--- config.mk ---
export PLATFORM = sky130hd
export DESIGN_NAME = soc_rst_monitor
export DESIGN_NICKNAME = d
export VERILOG_FILES = /design/src/rtl/rsm_pkg.sv /design/src/rtl/rsm_sync.sv /design/src/rtl/rsm_low_timer.sv /design/src/rtl/rsm_pulser.sv /design/src/rtl/soc_rst_monitor.sv
export SDC_FILE = /design/constraint.sdc
export NUM_CORES = 1
export LEC_CHECK = 0
export BUFFER_PORTS_ARGS = -buffer_cell sky130_fd_sc_hd__buf_2
export CORE_ASPECT_RATIO = 1.4
export CORE_MARGIN = 2
export CORE_UTILIZATION = 60
export DETAILED_ROUTE_END_ITERATION = 7
export GPL_ROUTABILITY_DRIVEN = 0
export GPL_TIMING_DRIVEN = 0
export PLACE_DENSITY_LB_ADDON = 0.2
export SYNTH_ARGS = -nofsm -noshare
export SYNTH_HDL_FRONTEND = slang
export SYNTH_SLANG_ARGS = --single-unit
--- constraint.sdc ---
create_clock -name clk_i -period 2.5 [get_ports clk_i]
set_input_delay 0.25 -clock clk_i [delete_from_list [all_inputs] [get_ports clk_i]]
set_output_delay 0.25 -clock clk_i [all_outputs]
set_load 0.03 [all_outputs]
--- src/rtl/rsm_pkg.sv ---
package rsm_pkg;
  typedef enum logic {
    STYLE_PULSE = 1'b0,
    STYLE_LEVEL = 1'b1
  } rst_style_e;
endpackage

--- src/rtl/rsm_sync.sv ---
module rsm_sync #(
  parameter int unsigned STAGES = 2,
  parameter logic        RST_VAL = 1'b1
) (
  input  logic clk_i,
  input  logic rst_ni,
  input  logic d_i,
  output logic q_o
);
  logic [STAGES-1:0] sh_q;

  always_ff @(posedge clk_i or negedge rst_ni) begin
    if (!rst_ni) sh_q <= {STAGES{RST_VAL}};
    else         sh_q <= {sh_q[STAGES-2:0], d_i};
  end

  assign q_o = sh_q[STAGES-1];
endmodule

--- src/rtl/rsm_low_timer.sv ---
module rsm_low_timer #(
  parameter int unsigned LOW_CYCLES = 24_000_000,
  localparam int unsigned CW = $clog2(LOW_CYCLES + 1)
) (
  input  logic clk_i,
  input  logic rst_ni,
  input  logic line_i,
  input  logic sleep_en_i,
  output logic fall_o,
  output logic sleep_o
);
  localparam logic [CW-1:0] LIMIT = CW'(LOW_CYCLES);

  logic          line_q;
  logic          fall_q;
  logic [CW-1:0] cnt_q;

  always_ff @(posedge clk_i or negedge rst_ni) begin
    if (!rst_ni) begin
      line_q <= 1'b1;
      fall_q <= 1'b0;
      cnt_q  <= '0;
    end else begin
      line_q <= line_i;
      fall_q <= line_q & ~line_i;
      if (line_i)             cnt_q <= '0;
      else if (cnt_q != LIMIT) cnt_q <= cnt_q + 1'b1;
    end
  end

  assign fall_o  = fall_q;
  // saturated count means low for more than LOW_CYCLES
  assign sleep_o = sleep_en_i & ~line_i & (cnt_q == LIMIT);
endmodule

--- src/rtl/rsm_pulser.sv ---
module rsm_pulser #(
  parameter int unsigned PULSE_CYCLES = 1000,
  localparam int unsigned CW = $clog2(PULSE_CYCLES + 1)
) (
  input  logic clk_i,
  input  logic rst_ni,
  input  logic req_i,
  output logic pull_o
);
  localparam logic [CW-1:0] LAST = CW'(PULSE_CYCLES - 1);

  logic          busy_q;
  logic [CW-1:0] cnt_q;

  always_ff @(posedge clk_i or negedge rst_ni) begin
    if (!rst_ni) begin
      busy_q <= 1'b0;
      cnt_q  <= '0;
    end else if (busy_q) begin
      if (cnt_q == LAST) busy_q <= 1'b0;
      else               cnt_q  <= cnt_q + 1'b1;
    end else if (req_i) begin
      busy_q <= 1'b1;
      cnt_q  <= '0;
    end
  end

  assign pull_o = busy_q;
endmodule

--- src/rtl/soc_rst_monitor.sv ---
module soc_rst_monitor #(
  parameter int unsigned LOW_CYCLES   = 24_000_000,
  parameter int unsigned PULSE_CYCLES = 1000,
  parameter int unsigned SYNC_STAGES  = 2
) (
  input  logic       clk_i,
  input  logic       rst_ni,
  input  logic       mode_i,
  input  logic       soc_rst_ni,
  input  logic       force_rst_i,
  output logic [1:0] style_o,
  output logic       tpm_rst_o,
  output logic       sleep_ok_o,
  output logic       soc_rst_pull_o
);
  import rsm_pkg::*;

  rst_style_e style;
  logic       line_s;

  assign style   = rst_style_e'(mode_i);
  assign style_o = {style == STYLE_LEVEL, style == STYLE_PULSE};

  rsm_sync #(.STAGES(SYNC_STAGES), .RST_VAL(1'b1)) u_sync (
    .clk_i (clk_i),
    .rst_ni(rst_ni),
    .d_i   (soc_rst_ni),
    .q_o   (line_s)
  );

  rsm_low_timer #(.LOW_CYCLES(LOW_CYCLES)) u_timer (
    .clk_i     (clk_i),
    .rst_ni    (rst_ni),
    .line_i    (line_s),
    .sleep_en_i(style == STYLE_LEVEL),
    .fall_o    (tpm_rst_o),
    .sleep_o   (sleep_ok_o)
  );

  rsm_pulser #(.PULSE_CYCLES(PULSE_CYCLES)) u_pulser (
    .clk_i (clk_i),
    .rst_ni(rst_ni),
    .req_i (force_rst_i),
    .pull_o(soc_rst_pull_o)
  );
endmodule

Word level (Yosys, flattened, before mapping):

Cells that the tools add are included.

* flip-flop bits (word level): 40
* bits of input ports: 5
* word-level logic and storage cells: 28

* add/subtract/negate cells: 2
* equal/unequal tests: 4
* multiplexer cells: 8
* bitwise gates (word level): 5
* reduce and logical (&&, ||, !) cells: 3

Operator list (count)
* $mux W25: 2
* $mux W10: 3
* $add A25 B1 Y25 const B: 1
* $eq A25 B25 Y1 const B: 1
* $ne A25 B25 Y1 const B: 1
* $add A10 B1 Y10 const B: 1
* $eq A10 B10 Y1 const B: 1
* $reduce_bool A2 Y1: 2
* $and A1 B1 Y1: 3
* $mux W1: 3
* $ne A2 B2 Y1 const B: 1
* $not A1 Y1: 2
* $reduce_and A2 Y1: 1

Logic depth before layout (Yosys ltp):

Gate-level depths: netlist of the first run.

* depth after elaboration: 3
* mapped depth: 7

Hierarchy:

From an unflattened synthesis of the first run, not the netlist that was laid out.

* cell total of the unflattened synthesis: 237
* area, all modules: 2262.2 um2

Modules (own cells, without submodules)
* rsm_low_timer: instances 1, cells each 160, area each 1516.5 um2
* rsm_pulser: instances 1, cells each 73, area each 681.9 um2
* rsm_sync: instances 1, cells each 2, area each 52.6 um2
* soc_rst_monitor: instances 1, cells each 2, area each 11.3 um2

Worst setup path after synthesis of the first run:

No wires, ideal clock.

* path type: reg2out
* start: register u_timer.cnt_q[3]
* end: output sleep_ok_o
* arrival time: 2114 ps
* data required time: 2250 ps
* setup slack: 136 ps
* cell stages (with the launch flop): 5
* cells stage by stage: dfrtp_1 -> or4_4 -> nor4_4 -> nand4_4 -> nor3_1

* cells in the longest elaborated chain, start to end: 2

RTL lines
* start, declared: RTL line rsm_low_timer.sv:16 `logic [CW-1:0] cnt_q;`
* start signal, assigned: RTL line rsm_low_timer.sv:27 `else if (cnt_q != LIMIT) cnt_q <= cnt_q + 1'b1;`
* $eq A25 B25 Y1: RTL line rsm_low_timer.sv:33 `assign sleep_o = sleep_en_i & ~line_i & (cnt_q == LIMIT);`
* $and A1 B1 Y1: RTL line rsm_low_timer.sv:33
* end, declared: RTL line soc_rst_monitor.sv:13 `output logic sleep_ok_o,`

No other way between the ends.

Worst setup path in the final report of the first run:

Same ends and word-level chain as after synthesis.

==> summary.txt, run 1 <==
Status: finished clean
Clk Latency, worst-skew pair: 300 ps
Final Hold Viols: 0
Largest net degree at the start of global routing: 41
Pre-CTS setup slack: 291.0 ps
PwrDens: 670.0 nW/um2
Final worst path period share: 0.9662
CTS tree: built
DRC violations left: 0
Final wirelength: 4002 um
Ys async rst share: 1.000
Startpoint Class: flop
Top cell type's share of synthesized area: 0.4611
Maximum VDD drop: 0.6039 mV
Area Overhead vs Synth: 10.78%
Minimum clock period: 2415 ps
Detail Placement HPWL: 2898 um
Root buffer cell: clkbuf_8
Crit Path Class: flop to output pin
Overall Global Routing Usage: 0.2443
CTS buffer count: 5
Final Setup Violations: 0
Crit-path max FO: 7
First-pass iteration count of the detailed router: 4
Core area: 3153 um2
Fin Clk Skew: 10.83 ps
Leak: 1.002 nW
Total inserted antenna cells: 0
Mapped cell area: 2008 um2
Cell Rows: 24
Clock Power Share: 0.350
Met3 Use GR: 0.06173
Clk pin slew, worst setup/hold paths: 80 ps
H-tree Lvls: 2
Busiest grt layer: met2
Cell taking the most area after synthesis: dfrtp_1
Top_reg_cell synth: dfrtp_1
Top Ports: 10
FF-to-FF Start: u_timer.cnt_q[3]
Die ar.: 3832 um2
Leading cell type in the layout, fill and taps excluded: dfrtp_1
Worst setup EP type: output pin
Sequential area share after synthesis: 0.5003
Worst setup margin: 84.52 ps
Vias per cell: 5.988
Synth cell types: 36
GR Overflow Total: 0
First-pass GRT wire length: 6810 um
Most frequent cells in the layout: dfrtp_1, nor2_1, nand2_1
Nets@finish: 227
Worst-Margin Slew: 846.8 ps
CP required: 2250 ps
Initial DRC count: 50
Met2 Use GR: 0.4500
Layout cell share with drive strength beyond 1: 0.1364
Arrival time worst endpoint: 2170 ps
Number of flops mapped to enable cells by yosys: 0
Total of max-cap violations: 0
Area after DPL: 2102 um2
Finished Layout Cells: 259
Worst r2r dst: u_timer.cnt_q[20]
M1 GR Usage: 0.2627
Rel. slew slack: 0.4281
Register-to-Register Setup Slack: 240 ps
DIE HEIGHT: 72.45 um
Syn nets: 210
CTS max path bufs: 2
Post-synthesis register bit count: 40
Net Sw Power: 0.4119 mW
Dpl cells: 250
Initial Util: 0.6369
CTS sink cnt: 40
Mean area per synthesized cell: 9.941 um2
Number of global-route vias before repair: 1,563
Dominant cells by area after synthesis: dfrtp_1, xor2_1, nor2_1
Die width: 52.90 um
Fin. max-slew vios: 0
Max Clk Rate: 414.0 MHz
WL/cell: 15.45 um
Antenna Violating Nets Remaining: 0
Pint: 1.079 mW
Post-route cell area: 2225 um2
Worst r2r path cells: 6
Reg power frac: 0.526
Port Buffers: 9
Initial antenna violation count: 0
Via count: 1,551
Ys Warns: 0
Mapped Cells: 202
Setup_tns: 0 ps
Post-layout util: 0.7056
Class of the tightest hold or removal check: primary input to asynchronous set/reset pin
Sw frac: 0.2763
Logic pwr share: 0.124
## area by class of cell
class | count | area [um2]
well taps | 39 | 48.80
clock inverters | 2 | 35.03
fillers | 240 | 928.4
multi-input cells | 151 | 962.2
repair buffers | 10 | 55.05
plain buffers | 5 | 23.77
inverters | 6 | 22.52
flip-flops and latches | 40 | 1005
clock buffers | 6 | 72.57
## worst max path at each step
stage                            end              start  slack, ps
after detailed placement  sleep_ok_o   u_timer.cnt_q[3]        290
after CTS                 sleep_ok_o   u_timer.cnt_q[3]         40
after global placement    sleep_ok_o   u_timer.cnt_q[3]        370
after floorplan           sleep_ok_o   u_timer.cnt_q[3]        140
after global routing      sleep_ok_o  u_timer.cnt_q[20]         -5
final                     sleep_ok_o   u_timer.cnt_q[3]         80
## power by group through the flow
stage	logic, mW	clock network, mW	registers [mW]
detailed placement	0.185	0	0.790
CTS	0.185	0.522	0.779
global route	0.211	0.562	0.793
floorplan	0.132	0	0.776
finish	0.184	0.522	0.784
global placement	0.175	0	0.785
## cell families after synthesis
logic type | after synthesis | synth area share
xor gates and xnor gates | 19 | 0.08287
and+or+nand+nor | 102 | 0.2872
AOI/OAI and AO/OA | 23 | 0.06667
adders and majority gates | 3 | 0.01869
muxes | 4 | 0.02118
buffers and inverters | 11 | 0.02305
DFF | 40 | 0.5003
## stage by stage
step | power, mW | hold WS, ps
floorplan | 0.9075 | -45.59
global placement | 0.9598 | 345.6
detailed placement | 0.9753 | 359.1
CTS | 1.486 | 56.48
global route | 1.566 | 44.46
finish | 1.491 | 49.70
## synthesized netlist by cell type, types with 4 or more instances
cell and number:
nor2_1 27, nand3_1 11, nand2b_1 4, dfrtp_1 37, nor2b_1 4, nand4_1 13, xor2_1 12, inv_1 6
or3_1 4, and4_1 4, o21ai_0 11, and3_1 7, xnor2_1 7, nand2_1 14, a21oi_1 6
## flip-flops by register name, indices dropped and copies added (netlist names)
register and flops:
u_pulser.pull_o 1, u_pulser.cnt_q 10, u_timer.fall_o 1, u_timer.line_q 1, u_sync.sh_q 2, u_timer.cnt_q 25
## what timing repair did
item                       in CTS  in global routing
setup buffers                   1                  0
gates cloned                    0                  0
pin swaps                       1                  0
setup endpoints to repair       1                  1
hold buffers                    0                  0
resized for setup               1                  1
## routing by layer
metal / share of wire / wire [um] / up-vias
met3: 0.027 / 110 / 8
met4: 0.019 / 77 / 0
li1: - / - / 741
met5: 0 / 0 / -
met1: 0.40 / 1590 / 767
met2: 0.56 / 2224 / 35
## worst max-delay path, cell delays in order (launching register included)
cell and delay, ps:
dfrtp_1 450, or4_4 560, nor4_4 340, nand4_4 180, nor3_2 150, buf_4 190
(Power assumes the default switching activity.)
==> run 2, diff against run 1 <==
ABC_AREA = 1   (was not set)
CORE_UTILIZATION = 61   (was 60)
==> summary.txt, run 2 <==
Status: finished clean
Crit-path max FO: 6 (-1)
DRC violations left: 0 (unchanged)
Fin. max-slew vios: 0 (unchanged)
Setup repair bufs after CTS: 0 (-1)
Most instantiated cells after synthesis: nand2_1, nor2_1, inv_1
Compound-cell area share of the yosys netlist: 0.04529 (-0.02137)
Leading cell type in the layout, fill and taps excluded: nand2_1
Synth Area in XOR/XNOR: 0.02850 (-0.05437)
CTS sink cnt: 40 (unchanged)
First-pass GRT wire length: 9349 um (+37%)
Sequential area share after synthesis: 0.4087 (-0.09166)
Post-synthesis register bit count: 40 (unchanged)
Post_cts resized: 0 (-1)
Maximum VDD drop: 0.5528 mV (-8.5%)
Detail Placement HPWL: 4144 um (+43%)
Die ar.: 4561 um2 (+19%)
CTS hold repair buffers: 0 (unchanged)
Dominant cells by area after synthesis: dfrtp_1, nand2_1, nor2_1
Total inserted antenna cells: 0 (unchanged)
CP required: 2250 ps (about the same)
CTS buffer count: 5 (unchanged)
Class of the tightest hold or removal check: primary input to flop
Overall Global Routing Usage: 0.2699 (+0.02566)
Ys async rst share: 1.000 (unchanged)
H-tree Lvls: 2 (unchanged)
Post-layout util: 0.6908 (-0.01473)
GR Overflow Total: 0 (unchanged)
Largest net degree at the start of global routing: 41 (unchanged)
Final Setup Violations: 0 (unchanged)
Final Hold Viols: 0 (unchanged)
Worst-Margin Slew: 862.0 ps (+15.13 ps)
Cell taking the most area after synthesis: dfrtp_1
First-pass iteration count of the detailed router: 4 (unchanged)
Layout cell share with drive strength beyond 1: 0.1319 (-0.004438)
Clk pin slew, worst setup/hold paths: 70 ps (about the same)
Max reg flops: 25 (unchanged)
Top_reg_cell synth: dfrtp_1
DIE HEIGHT: 79.12 um (+9.2%)
Ys Warns: 0 (unchanged)
Clk Latency, worst-skew pair: 300 ps (about the same)
Vias per cell: 5.282 (-12%)
Nets@finish: 386 (+70%)
Number of global-route vias before repair: 2,217 (+42%)
Multiplexer share of the synthesized area: 0 (-0.02118)
Syn nets: 370 (+76%)
Setup_tns: 0 ps (unchanged)
Rel. slew slack: 0.4254 (-0.002700)
Initial Util: 0.6329 (-0.004055)
Core area: 3885 um2 (+23%)
Worst setup EP type: output pin
Mapped cell area: 2459 um2 (+22%)
Total of max-cap violations: 0 (unchanged)
Cell Rows: 27 (+13%)
Arrival time worst endpoint: 1750 ps (-420 ps)
Number of flops mapped to enable cells by yosys: 0 (unchanged)
Die width: 57.66 um (+9.0%)
Mapped Cells: 362 (+79%)
Antenna Violating Nets Remaining: 0 (unchanged)
Most frequent cell after synthesis: nand2_1
Fin Clk Skew: 6.774 ps (-4.053 ps)
Mean area per synthesized cell: 6.792 um2 (-32%)
Final wirelength: 5412 um (+35%)
Max Clk Rate: 500.7 MHz (+21%)
Top cell type's share of synthesized area: 0.3766 (-0.08447)
Largest family of logic cells by synthesized area: simple AND/OR/NAND/NOR gates
Initial DRC count: 100 (+100%)
Via count: 2,229 (+44%)
PwrDens: 481.7 nW/um2 (-28%)
Unrepaired setup endpoints after global routing: no
CTS max path bufs: 2 (unchanged)
Root buffer cell: clkbuf_8
Minimum clock period: 1997 ps (-418.3 ps)
Startpoint Class: flop
Top Ports: 10 (unchanged)
Most frequent cells in the layout: nand2_1, nor2_1, inv_1
Crit Path Class: flop to output pin
Biggest register: u_timer.cnt_q
Largest regs: u_timer.cnt_q: 25 flops, u_pulser.cnt_q: 10 flops, u_sync.sh_q: 2 flops
Simple-gate area share of the yosys netlist: 0.4142 (+0.1270)
Synth cell types: 23 (-36%)
Port Buffers: 9 (unchanged)
Leak: 1.277 nW (+27%)
Initial antenna violation count: 0 (unchanged)
Adder-cell share of the synthesized area: 0.01527 (-0.003424)
CTS tree: built
Area Overhead vs Synth: 9.160%
WL/cell: 12.82 um (-17%)
Final worst path period share: 0.7989 (-0.1673)
==> run 2: changes by cell type after synthesis, moves of 7 or more <==
| cell | previous run | this run |
|---|---|---|
| and3_1 | 7 | 0 |
| inv_1 | 6 | 48 |
| nand2_1 | 14 | 103 |
| nand2_2 | 0 | 7 |
| nand3_1 | 11 | 28 |
| nand4_1 | 13 | 6 |
| nor2_1 | 27 | 67 |
| nor2_2 | 0 | 9 |
| xnor2_1 | 7 | 0 |
==> run 2: cell type report <==
| class | instances | area (um2) |
|---|---|---|
| buffer | 4 | 21.27 |
| clock buffer | 7 | 96.34 |
| clock inverter | 1 | 30.03 |
| fill | 351 | 1201 |
| inverter | 52 | 195.2 |
| multi-input combinational | 266 | 1237 |
| sequential | 40 | 1005 |
| tap | 43 | 53.80 |
| timing repair buffer | 9 | 45.04 |
==> run 2: cell families after synthesis <==
family,Yosys count
AND/OR/NAND/NOR,233
adder cells (fa/ha/maj),3
AO/OA/AOI/OAI,22
XOR/XNOR,8
buffers and inverters,56
flip-flops,40
==> run 2: path summary, 6_finish.rpt <==
kind | start | to | slack (ps) | depth (start not counted)
worst min register to register | u_sync.sh_q[0] | u_sync.sh_q[1] | 360 | 0
max in group asynchronous | rst_ni | u_pulser.cnt_q[7] | 1900 | 1
worst min-delay path | soc_rst_ni | u_sync.sh_q[0] | 50 | 1
min in group asynchronous | rst_ni | u_timer.cnt_q[13] | 60 | 1
worst max-delay path | u_timer.cnt_q[0] | sleep_ok_o | 500 | 7
worst max register to register | u_timer.cnt_q[0] | u_timer.cnt_q[16] | 880 | 9
==> run 2: report_power, final <==
group          internal (mW)  switching, mW
registers              0.656        0.00805
clock network          0.352          0.222
logic                 0.0155         0.0395
total                   1.02          0.269
==> run 2: through the flow <==
step | std cells | instance area [um2] | total power, mW | hold WS (ps) | setup WS, ps
final | 422 | 2684 | 1.293 | 50.27 | 502.9
after global routing | 422 | 2684 | 1.331 | 49.01 | 372.7
after CTS | 422 | 2684 | 1.307 | 42.26 | 501.6
after detailed placement | 414 | 2557 | 0.7325 | 349.9 | 831.6
after global placement | 414 | 2557 | 0.7314 | 347.7 | 852.0
after floorplan | 362 | 2459 | 0.7054 | -45.59 | 653.1
==> run 2: worst max-delay path, cell delays in order, from the launching register on <==
cell,delay [ps]
dfrtp_1,440
inv_1,130
ha_1,190
nand4_1,100
nor2_1,130
nand3_1,110
nor3_1,130
buf_2,220
==> run 2: routing by layer <==
metal  wire length, um  track usage  vias to the layer above  share of wire
met2              2910       0.4909                       43           0.54
met1              2155       0.2860                     1027           0.40
li1                  -            -                     1143              -
met3               141      0.04397                       16          0.026
met4               204       0.1535                        0          0.038
met5                 0            0                        -              0
